==> src/rtl/aiv_pkg.sv <==
// Package: shared sizes and constants of the autovectored interrupt encoder.
// Assumes a byte-wide code bus and a 16-bit code address space.
package aiv_pkg;
    localparam int unsigned NSRC      = 14;
    localparam int unsigned ADDR_W    = 16;
    localparam int unsigned DATA_W    = 8;
    localparam int unsigned VEC_STEP  = 4;
    localparam logic [ADDR_W-1:0] SLOT_ADDR = 16'h0055;
    localparam logic [DATA_W-1:0] VEC_BASE  = 8'h80;
endpackage

==> src/rtl/aiv_pending.sv <==
// Module: per-source pending flags with edge detection, the mask word and the enable bit.
// Assumes the request lines are synchronous to clk. The edge reference follows the lines
// during reset, so a line held high through reset does not count as an edge.
module aiv_pending #(
    parameter int unsigned N = aiv_pkg::NSRC
) (
    input  logic         clk,
    input  logic         rst_n,
    input  logic [N-1:0] req_i,
    input  logic         clr_we_i,
    input  logic [N-1:0] clr_i,
    input  logic         mask_we_i,
    input  logic [N-1:0] mask_i,
    input  logic         en_we_i,
    input  logic         en_i,
    output logic [N-1:0] pend_o,
    output logic [N-1:0] mask_o,
    output logic         en_o
);
    logic [N-1:0] req_q;
    logic [N-1:0] pend_q;
    logic [N-1:0] mask_q;
    logic         en_q;
    logic [N-1:0] rise;
    logic [N-1:0] clr_v;

    // Rising edges of the requests, and the gated clear word.
    always_comb begin
        rise  = req_i & ~req_q;
        clr_v = clr_we_i ? clr_i : '0;
    end

    // Edge reference, pending bits (a set beats a clear), mask and enable registers.
    always_ff @(posedge clk) begin
        req_q <= req_i;
        if (!rst_n) begin
            pend_q <= '0;
            mask_q <= '0;
            en_q   <= 1'b0;
        end else begin
            pend_q <= (pend_q & ~clr_v) | rise;
            if (mask_we_i) mask_q <= mask_i;
            if (en_we_i)   en_q   <= en_i;
        end
    end

    assign pend_o = pend_q;
    assign mask_o = mask_q;
    assign en_o   = en_q;
endmodule

==> src/rtl/aiv_prio.sv <==
// Module: fixed-priority selector. The lowest set index wins.
// Purely combinational; assumes at most a few dozen sources.
module aiv_prio #(
    parameter int unsigned N  = aiv_pkg::NSRC,
    parameter int unsigned IW = $clog2(N)
) (
    input  logic [N-1:0]  active_i,
    output logic          any_o,
    output logic [IW-1:0] idx_o
);
    logic [N:0]   none_below;
    logic [N-1:0] grant;

    assign none_below[0] = 1'b1;

    for (genvar k = 0; k < N; k++) begin : g_chain
        assign none_below[k+1] = none_below[k] & ~active_i[k];
        assign grant[k]        = active_i[k] & none_below[k];
    end

    assign any_o = ~none_below[N];

    // One-hot grant to binary index.
    always_comb begin
        idx_o = '0;
        for (int k = 0; k < N; k++) begin
            if (grant[k]) idx_o = idx_o | IW'(k);
        end
    end
endmodule

==> src/rtl/aiv_subst.sv <==
// Module: decides on substitution in the fetch address cycle and swaps the returned byte.
// Assumes memory data comes back exactly one cycle after the address strobe.
module aiv_subst #(
    parameter int unsigned       ADDR_W   = aiv_pkg::ADDR_W,
    parameter int unsigned       DATA_W   = aiv_pkg::DATA_W,
    parameter int unsigned       IW       = 4,
    parameter logic [ADDR_W-1:0] VEC_ADDR = aiv_pkg::SLOT_ADDR,
    parameter logic [DATA_W-1:0] VEC_BASE = aiv_pkg::VEC_BASE,
    parameter int unsigned       VEC_STEP = aiv_pkg::VEC_STEP
) (
    input  logic              clk,
    input  logic              rst_n,
    input  logic              fetch_valid_i,
    input  logic [ADDR_W-1:0] fetch_addr_i,
    input  logic [DATA_W-1:0] mem_data_i,
    input  logic              en_i,
    input  logic              any_i,
    input  logic [IW-1:0]     idx_i,
    output logic [DATA_W-1:0] data_o,
    output logic              sub_o
);
    logic              hit;
    logic [DATA_W-1:0] vec_w;
    logic              sub_q;
    logic [DATA_W-1:0] vec_q;

    // Slot fetch detection and the vector of the current winner.
    always_comb begin
        hit   = fetch_valid_i && (fetch_addr_i == VEC_ADDR) && en_i && any_i;
        vec_w = VEC_BASE + DATA_W'(idx_i) * DATA_W'(VEC_STEP);
    end

    // Captures the decision and the vector for the data cycle.
    always_ff @(posedge clk) begin
        if (!rst_n) begin
            sub_q <= 1'b0;
            vec_q <= '0;
        end else begin
            sub_q <= hit;
            if (hit) vec_q <= vec_w;
        end
    end

    assign data_o = sub_q ? vec_q : mem_data_i;
    assign sub_o  = sub_q;
endmodule

==> src/rtl/aiv_encoder.sv <==
// Module: top of the autovectored interrupt encoder. It ties the pending bank, the
// priority selector and the fetch substitution together.
// Assumes a synchronous program memory with one cycle of read latency.
module aiv_encoder #(
    parameter int unsigned       N_SRC    = aiv_pkg::NSRC,
    parameter int unsigned       ADDR_W   = aiv_pkg::ADDR_W,
    parameter int unsigned       DATA_W   = aiv_pkg::DATA_W,
    parameter logic [ADDR_W-1:0] VEC_ADDR = aiv_pkg::SLOT_ADDR,
    parameter logic [DATA_W-1:0] VEC_BASE = aiv_pkg::VEC_BASE,
    parameter int unsigned       VEC_STEP = aiv_pkg::VEC_STEP
) (
    input  logic              clk,
    input  logic              rst_n,
    input  logic [N_SRC-1:0]  req_i,
    input  logic              clr_we_i,
    input  logic [N_SRC-1:0]  clr_i,
    input  logic              mask_we_i,
    input  logic [N_SRC-1:0]  mask_i,
    input  logic              en_we_i,
    input  logic              en_i,
    input  logic              fetch_valid_i,
    input  logic [ADDR_W-1:0] fetch_addr_i,
    input  logic [DATA_W-1:0] mem_data_i,
    output logic              irq_o,
    output logic [DATA_W-1:0] fetch_data_o
);
    localparam int unsigned IDX_W = $clog2(N_SRC);

    logic [N_SRC-1:0] pend_w;
    logic [N_SRC-1:0] mask_w;
    logic             en_w;
    logic [N_SRC-1:0] active_w;
    logic             any_w;
    logic [IDX_W-1:0] idx_w;
    logic             sub_w;

    aiv_pending #(.N(N_SRC)) u_pend (
        .clk(clk), .rst_n(rst_n), .req_i(req_i),
        .clr_we_i(clr_we_i), .clr_i(clr_i),
        .mask_we_i(mask_we_i), .mask_i(mask_i),
        .en_we_i(en_we_i), .en_i(en_i),
        .pend_o(pend_w), .mask_o(mask_w), .en_o(en_w)
    );

    // Unmasked pending sources compete for the vector and the request.
    assign active_w = pend_w & ~mask_w;

    aiv_prio #(.N(N_SRC), .IW(IDX_W)) u_prio (
        .active_i(active_w), .any_o(any_w), .idx_o(idx_w)
    );

    aiv_subst #(
        .ADDR_W(ADDR_W), .DATA_W(DATA_W), .IW(IDX_W),
        .VEC_ADDR(VEC_ADDR), .VEC_BASE(VEC_BASE), .VEC_STEP(VEC_STEP)
    ) u_subst (
        .clk(clk), .rst_n(rst_n),
        .fetch_valid_i(fetch_valid_i), .fetch_addr_i(fetch_addr_i),
        .mem_data_i(mem_data_i), .en_i(en_w), .any_i(any_w), .idx_i(idx_w),
        .data_o(fetch_data_o), .sub_o(sub_w)
    );

    assign irq_o = any_w;
endmodule

==> config.mk <==
export PLATFORM = sky130hd
export DESIGN_NAME = aiv_encoder
export DESIGN_NICKNAME = d
export VERILOG_FILES = /design/src/rtl/aiv_pkg.sv /design/src/rtl/aiv_pending.sv /design/src/rtl/aiv_prio.sv /design/src/rtl/aiv_subst.sv /design/src/rtl/aiv_encoder.sv
export SDC_FILE = /design/constraint.sdc
export NUM_CORES = 1
export LEC_CHECK = 0
export ABC_AREA = 1
export BUFFER_PORTS_ARGS = -buffer_cell sky130_fd_sc_hd__clkbuf_2
export CORE_MARGIN = 5
export CORE_UTILIZATION = 43
export CTS_CLUSTER_DIAMETER = 50
export DETAILED_ROUTE_END_ITERATION = 6
export GPL_TIMING_DRIVEN = 0
export PLACE_DENSITY = 0.72
export SYNTH_ARGS = -nofsm -noshare
export SYNTH_HDL_FRONTEND = slang
export SYNTH_SLANG_ARGS = --single-unit
==> constraint.sdc <==
create_clock -name clk -period 1.6 [get_ports clk]
set_input_delay 0.32 -clock clk [delete_from_list [all_inputs] [get_ports clk]]
set_output_delay 0.32 -clock clk [all_outputs]
set_load 0.01 [all_outputs]
==> results of run 1 <==
routing by layer:
layer  vias to the layer above  GRT usage (%)  share of wire [%]
met5                         -              0                  0
met4                         0           4.98               0.71
met2                        58           25.3                 48
met1                       848           18.2                 44
met3                         4           4.20                7.1
li1                       1086              -                  -
logic make-up (layout without fill, tap and decap cells):
kind of cell / count (synthesis) / count (layout) / share of synthesized area (%)
AO/OA/AOI/OAI: 53 / 53 / 13.4
multiplexers: 1 / 1 / 0.546
buffers and inverters: 55 / 156 / 10.2
flip-flops: 49 / 49 / 47.6
AND/OR/NAND/NOR: 129 / 129 / 28.3
final cells by class:
cell class | count | area [sq um]
timing repair buffer | 93 | 502
clock inverter | 1 | 7.51
fill | 452 | 1910
tap | 54 | 67.6
multi-input combinational | 183 | 928
clock buffer | 7 | 76.3
inverter | 48 | 180
sequential | 49 | 990
buffer | 7 | 33.8
per-stage QoR:
| step | hold slack, ns | cell area (sq um) | power (W) | setup TNS (ns) | setup WS [ns] |
|---|---|---|---|---|---|
| 2_1_floorplan | 0.348 | 2060 | 0.00155 | 0 | 0.397 |
| 3_3_place_gp | 0.438 | 2530 | 0.00169 | 0 | 0.275 |
| 3_5_place_dp | 0.439 | 2530 | 0.00170 | 0 | 0.257 |
| 4_1_cts | 0.128 | 2680 | 0.00244 | 0 | 0.0104 |
| 5_1_grt | 0.125 | 2790 | 0.00261 | -0.0530 | -0.0530 |
| 6_report | 0.137 | 2790 | 0.00246 | 0 | 0.0251 |
cells in the mapped netlist:
master    number
nand2_4        1
nor2_1        20
nand2_1       76
o21ai_0       17
inv_2          2
clkbuf_1       6
nand4_1        3
nor3b_1        1
nand2_2       11
o21ai_4        1
nor2_4         4
dfxtp_1       49
a21oi_1       35
nor3_1         3
inv_1         46
nor2_2         2
or2_4          1
mux2_2         1
buf_4          1
nand3_1        7
power by group:
part | total (W) | internal [W] | leakage (nW) | switching (W)
sequential | 0.00132 | 0.00129 | 0.409 | 0.0000326
combinational | 0.000440 | 0.000213 | 0.979 | 0.000227
clock | 0.000695 | 0.000310 | 0.0385 | 0.000385
worst paths after layout:
kind,start,to,slack [ns],cells after the start
setup / recovery,u_pend.pend_o[5],irq_o,0.03,7
hold / removal,req_i[7],u_pend.req_q[7],0.14,1
setup reg to reg,u_pend.pend_o[5],u_subst.vec_q[3],0.22,9
hold reg to reg,u_pend.mask_o[11],u_pend.mask_o[11],0.46,2
flip-flops by register name, summed over array words and instances, names as in the netlist:
name / flops
u_pend.en_o: 1
u_pend.req_q: 14
u_pend.pend_o: 14
u_subst.sub_o: 1
u_pend.mask_o: 14
u_subst.vec_q: 5
worst max-delay path, stage by stage (launching register included):
cell and delay (ns):
dfxtp_1 0.35, nand2_4 0.10, nand2_4 0.06, nor2_4 0.14, nand2_4 0.06, nor2_2 0.09
inv_1 0.05, buf_6 0.11
what timing repair did:
item                                    in CTS  in global routing
pin swaps                                    6                 12
endpoints found under the setup margin       4                  4
resized for setup                            7                 31
setup buffers                                5                  7
==> metrics.md, run 1 <==
| Metric | Value |
|---|---|
| Final WL | around 4800 um |
| Core Region | 0.00469 sq mm |
| Final nets | 460 |
| Die Area | 0.00628 sq mm |
| Unrepaired setup endpoints after global routing | true |
| Clock transition at the registers of the reported paths | 0.09 ns |
| Crit path DAT | 1.25 ns |
| Power Density | between 800 and 900 mW/mm^2 |
| Drt via density | around 4.5 |
| Final core utilization | a little under 60% |
| Max_slew headroom | 68.1% |
| Register bit total from synthesis | between 40 and 50 |
| Slew @ Worst Pin | 0.479 ns |
| Yosys Warn Count | 0 |
| CTS Root Cell | clkbuf_8 |
| Cts hold-fix bufs | 0 |
| Vias in the first global route | 1867 |
| Worst ir drop on vdd | 736 uV |
| DIE HEIGHT | 79.3 um |
| Crit share post-route | 98.4% |
| Required time of the critical path | 1.28 ns |
| Count of input and output buffers | between 80 and 90 |
| Mapped Nets | 360 |
| H-tree levels | 2 |
| Most frequent cells in the layout | clkbuf_2, nand2_1, dfxtp_1, inv_1, a21oi_1 |
| Post-Place Cells | ~420 |
| Gpl congestion | ~0.71 |
| Fmax achieved | approximately 0.63 GHz |
| First-pass DRT Iterations | 4 |
| Global route overflow | 0 |
| Pleak | ~1.4 nW |
| Final Skew | approximately 0.0032 ns |
| Post-synthesis sequential area ratio | between 40% and 50% |
| Post-route ant nets | 0 |
| CTS tree | yes |
| Status | finished, final reports clean |
| Maximum clock path buffer count | 2 |
| Top-level port count | 82 |
| Worst Setup End Kind | primary output |
| GRT Overall Usage | between 10% and 20% |
| Clock Sinks | slightly below 50 |
| Total vias in the final route | between 1500 and 2000 |
| Die Width | 79.3 um |
| Row cnt | 25 |
| Synth Cell Area | 0.00206 sq mm |
| Unique cell type count in the Yosys netlist | 20 |
| Min-delay worst type | in2reg |
| Final hold violation count | 0 |
| Initial DRC count | 39 |
| Biggest area consumer among synthesized cells | dfxtp_1 |
| Mean routed wirelength per cell | 10.8 um |
| Clk_lat worst skew | just under 0.3 ns |
| Largest cells by area after synthesis | dfxtp_1, nand2_1, a21oi_1, inv_1, o21ai_0 |
| Commonest non-fill, non-tap cell in the layout | clkbuf_2 |
| Initial Util | a little over two fifths |
| Layout cells sized above 1 | 38.7% |
| # setup viols final | 0 |
| Period minus WS final | ~1.6 ns |
| Crit Path Class | reg2out |
| Slew Limit Fails | 0 |
| CTS Buf Count | 5 |
| Startpoint types | flip-flop |
| Antenna Cells | 0 |
| Area grow syn2layout | 35.1% |
| Finished Layout Cells | around 440 |
| Crit Path Max Fanout | 3 |
| First-pass GRT wire length | ~7600 um |
| Yosys top cell area share | around 48% |
| Mapped Cells | approximately 290 |
| Maxcap violations | 0 |
| DRC viols | 0 |
| Largest net degree at the start of global routing | 15 |
| Post-Syn Area per Cell | between 7 and 8 sq um |
| HPWL Detailed | 3650 um |
| Antenna violations before repair | 0 |
No activity file was read; power rests on OpenSTA's default activity.
==> run 2: changes to the inputs <==
--- a/config.mk
+++ b/config.mk
@@ -5,14 +5,13 @@
 export SDC_FILE = /design/constraint.sdc
 export NUM_CORES = 1
 export LEC_CHECK = 0
-export ABC_AREA = 1
 export BUFFER_PORTS_ARGS = -buffer_cell sky130_fd_sc_hd__clkbuf_2
-export CORE_MARGIN = 5
+export CORE_MARGIN = 3
 export CORE_UTILIZATION = 43
 export CTS_CLUSTER_DIAMETER = 50
 export DETAILED_ROUTE_END_ITERATION = 6
 export GPL_TIMING_DRIVEN = 0
-export PLACE_DENSITY = 0.72
+export PLACE_DENSITY = 0.73
 export SYNTH_ARGS = -nofsm -noshare
 export SYNTH_HDL_FRONTEND = slang
 export SYNTH_SLANG_ARGS = --single-unit
==> run 2 against run 1 <==
Compared with the run above:
- the run now ends with negative setup slack left
- core utilization up 3.3 points
- maximum frequency down 25%
- flip-flop and latch count unchanged
- total power up 0.86%
- sequential share of layout area up 1.9 points
- count of clock-buffer cells in the layout unchanged
- critical endpoint unchanged
- largest cell class unchanged
==> metrics.md, run 2 <==
| Metric | Value |
|---|---|
| Gpl congestion | 0.803 (was 0.714) |
| Die Area | 0.00541 sq mm (was 0.00628 sq mm) |
| Comb pwr share | 15.3% (was 17.9%) |
| Top-level port count | 82 (unchanged) |
| Crit Path Max Fanout | 2 (was 3) |
| GRT Overall Usage | 17.7% (was 14.9%) |
| Status | finished, violations left (was finished, final reports clean) |
| Largest cells by area after synthesis | dfxtp_1, mux2i_1, nor2b_1, nor2_1, a21oi_1 (was dfxtp_1, nand2_1, a21oi_1, inv_1, o21ai_0) |
| Yosys Warn Count | 0 (unchanged) |
| Asr flop ratio synth | 0% (unchanged) |
| Antenna Cells | 0 (unchanged) |
| Mapped Cells | 208 (was 287) |
| Yosys top cell area share | 50.0% (was 47.6%) |
| EDFF count, synth | 0 (unchanged) |
| CTS Buf Count | 5 (unchanged) |
| GRT met1 Usage | 21.5% (was 18.2%) |
| Biggest area consumer among synthesized cells | dfxtp_1 (unchanged) |
| Commonest non-fill, non-tap cell in the layout | clkbuf_2 (unchanged) |
| First-pass GRT wire length | 7200 um (was 7600 um) |
| Reg power frac | 53.0% (was 53.8%) |
| DIE HEIGHT | 73.6 um (was 79.3 um) |
| Final WL | 4380 um (was 4770 um) |
| Clock Sinks | 49 (unchanged) |
| Startpoint types | flip-flop (unchanged) |
| Synth Cell Area | 0.00196 sq mm (was 0.00206 sq mm) |
| Post-Syn Area per Cell | 9.44 sq um (was 7.18 sq um) |
| Min-delay worst type | in2reg (unchanged) |
| Register bit total from synthesis | 49 (unchanged) |
| Period minus WS final | 2.10 ns (was 1.57 ns) |
| HPWL Detailed | 3290 um (was 3650 um) |
| Initial DRC count | 69 (was 39) |
| Area grow syn2layout | 34.0% (was 35.1%) |
| Maximum clock path buffer count | 2 (unchanged) |
| Finished Layout Cells | 352 (was 442) |
| Layout cells sized above 1 | 39.7% (was 38.7%) |
| Global route overflow | 0 (unchanged) |
| Unique cell type count in the Yosys netlist | 37 (was 20) |
| Unrepaired setup endpoints after global routing | true (unchanged) |
| Crit Path Class | reg2out (unchanged) |
| Final hold slack | 0.122 ns (was 0.137 ns) |
| CP Launch Point | u_pend.pend_o[4] (was u_pend.pend_o[5]) |
| Setup TNS | -1.91 ns (was 0 ns) |
| CTS Root Cell | clkbuf_8 (unchanged) |
| Cell Chain, Critical Path | nor2b_4, or4_4, nor4_4, inv_2, clkbuf_2 (was nand2_4, nand2_4, nor2_4, nand2_4, nor2_2, inv_1, buf_6) |
| FF-to-FF Start | u_pend.pend_o[4] (was u_pend.pend_o[5]) |
| Power Density | 941 mW/mm^2 (was 882 mW/mm^2) |
| Antenna violations before repair | 0 (unchanged) |
| Clock transition at the registers of the reported paths | 0.09 ns (about the same) |
| Slew @ Worst Pin | 0.744 ns (was 0.479 ns) |
| P_int | 0.00188 W (was 0.00181 W) |
| Clk network pwr share | 31.7% (was 28.3%) |
| Initial Util | 46.7% (was 43.9%) |
| Die Width | 73.6 um (was 79.3 um) |
| Max incr delay on CP | 0.55 ns (was 0.35 ns) |
| Largest net degree at the start of global routing | 15 (unchanged) |
| # setup viols final | 6 (was 0) |
| Max_slew headroom | 50.4% (was 68.1%) |
| Mean routed wirelength per cell | 12.5 um (was 10.8 um) |
| Core Region | 0.00420 sq mm (was 0.00469 sq mm) |
| Count leader, synth | dfxtp_1 (was nand2_1) |
| Vias in the first global route | 1621 (was 1867) |
| Failing checks | negative setup slack |
| Final WS setup | -0.495 ns (was 0.0251 ns) |
| Final nets | 374 (was 460) |
| First-pass DRT Iterations | 4 (unchanged) |
| Total power | 0.00248 W (was 0.00246 W) |
| Worst ir drop on vdd | 739 uV (was 736 uV) |
| Clk_lat worst skew | 0.30 ns (was 0.29 ns) |
| Sw Share | 24.2% (was 26.2%) |
| Met2 Usage GRT | 29.2% (was 25.3%) |
| CTS tree | yes (unchanged) |
| Row cnt | 23 (was 25) |
| Met3 Use GR | 5.61% (was 4.20%) |
| Post-synthesis sequential area ratio | 50.0% (was 47.6%) |
| Post-route ant nets | 0 (unchanged) |
| Pleak | 1.25 nW (was 1.43 nW) |
| Post-Place Cells | 338 (was 422) |
| GR peak layer | met2 (unchanged) |
| Pre-CTS setup slack | -0.321 ns (was 0.257 ns) |
| Crit share post-route | 131% (was 98.4%) |
| Final hold violation count | 0 (unchanged) |
| Slew Limit Fails | 0 (unchanged) |
| Final Skew | 0.00918 ns (was 0.00319 ns) |
| Crit path DAT | 1.78 ns (was 1.25 ns) |
| Drt via density | 4.88 (was 4.52) |
| Total vias in the final route | 1716 (was 1996) |
| Cts hold-fix bufs | 0 (unchanged) |
| Maxcap violations | 0 (unchanged) |
| Layout fillers | 385 (was 452) |
| Hold Startpoint | req_i[6] (was req_i[7]) |
| H-tree levels | 2 (unchanged) |
| DRC viols | 0 (unchanged) |
| Top cells by count, synth | dfxtp_1, nor2_1, nor2b_1 (was nand2_1, dfxtp_1, inv_1) |
| Fmax achieved | 0.477 GHz (was 0.635 GHz) |
| Most frequent cells in the layout | clkbuf_2, dfxtp_1, nor2_1, nor2b_1, a21oi_1 (was clkbuf_2, nand2_1, dfxtp_1, inv_1, a21oi_1) |
| Worst Setup End Kind | primary output (unchanged) |
| Required time of the critical path | 1.28 ns (about the same) |
| Mapped Nets | 281 (was 360) |
| Psw | 0.000599 W (was 0.000644 W) |
| Top_reg_cell synth | dfxtp_1 (unchanged) |
| Count of input and output buffers | 80 (was 81) |
| Slowest stage cell, crit path | or4_4 (was dfxtp_1) |
run 2: cell count changes after synthesis, moves of 3 or more:
| cell | change |
|---|---|
| nor2_1 | +15 |
| nand3_1 | -7 |
| mux2i_1 | +15 |
| mux2_2 | +4 |
| nand2_2 | -11 |
| inv_1 | -43 |
| nor4_1 | +3 |
| nand2b_1 | +4 |
| nor2_4 | -4 |
| nor2b_1 | +24 |
| a21oi_1 | -18 |
| nand2_1 | -62 |
| o21ai_0 | -15 |
run 2: cells by family after synthesis:
group / synth area share [%]
buffers and inverters: 2.10
AOI/OAI and AO/OA: 10.8
muxes: 10.5
DFF: 50.0
and+or+nand+nor: 26.6
run 2: per-layer routing:
metal | vias to the layer above | share of wire (%)
met5 | - | 0
met4 | 0 | 1.3
met3 | 4 | 8.9
met2 | 66 | 46
met1 | 744 | 44
li1 | 902 | -
run 2: power by group through the flow:
stage	registers, W	clock network, W	logic, W
2_1_floorplan	0.00133	0	0.000203
3_3_place_gp	0.00134	0	0.000335
3_5_place_dp	0.00134	0	0.000340
4_1_cts	0.00131	0.000811	0.000373
5_1_grt	0.00132	0.000861	0.000427
6_report	0.00131	0.000786	0.000379
run 2: final timing paths:
check	endpoint	cells after the start	slack, ns
setup / recovery	irq_o	5	-0.50
hold / removal	u_pend.req_q[6]	1	0.12
setup reg to reg	u_subst.vec_q[2]	9	-0.44
hold reg to reg	u_subst.vec_q[7]	1	0.48
run 2: final cells by class:
type | count | area (sq um) | area share [%]
multi-input combinational | 148 | 983 | 37.4
inverter | 4 | 15.0 | 0.571
tap | 50 | 62.6 | 2.38
sequential | 49 | 986 | 37.5
clock inverter | 1 | 5.00 | 0.190
clock buffer | 7 | 96.3 | 3.66
buffer | 6 | 22.5 | 0.856
timing repair buffer | 87 | 460 | 17.5
run 2: critical path, delay by kind of cell, from the launching register on:
family                 cells  cell delay (ns)
AND/OR/NAND/NOR            3             0.95
buffers and inverters      2             0.20
flip-flops                 1             0.33
run 2: timing repair:
item | in CTS | in global routing
setup buffers | 7 | 1
gates resized for setup | 11 | 4
endpoints found under the setup margin | 10 | 6
pin swaps | 4 | 1
run 2: metrics by stage:
stage	utilization, %	area [sq um]
after detailed placement	57.7	2430
after CTS	62.1	2610
after global routing	62.6	2630
final	62.6	2630
after global placement	57.7	2430
after floorplan	-	1960
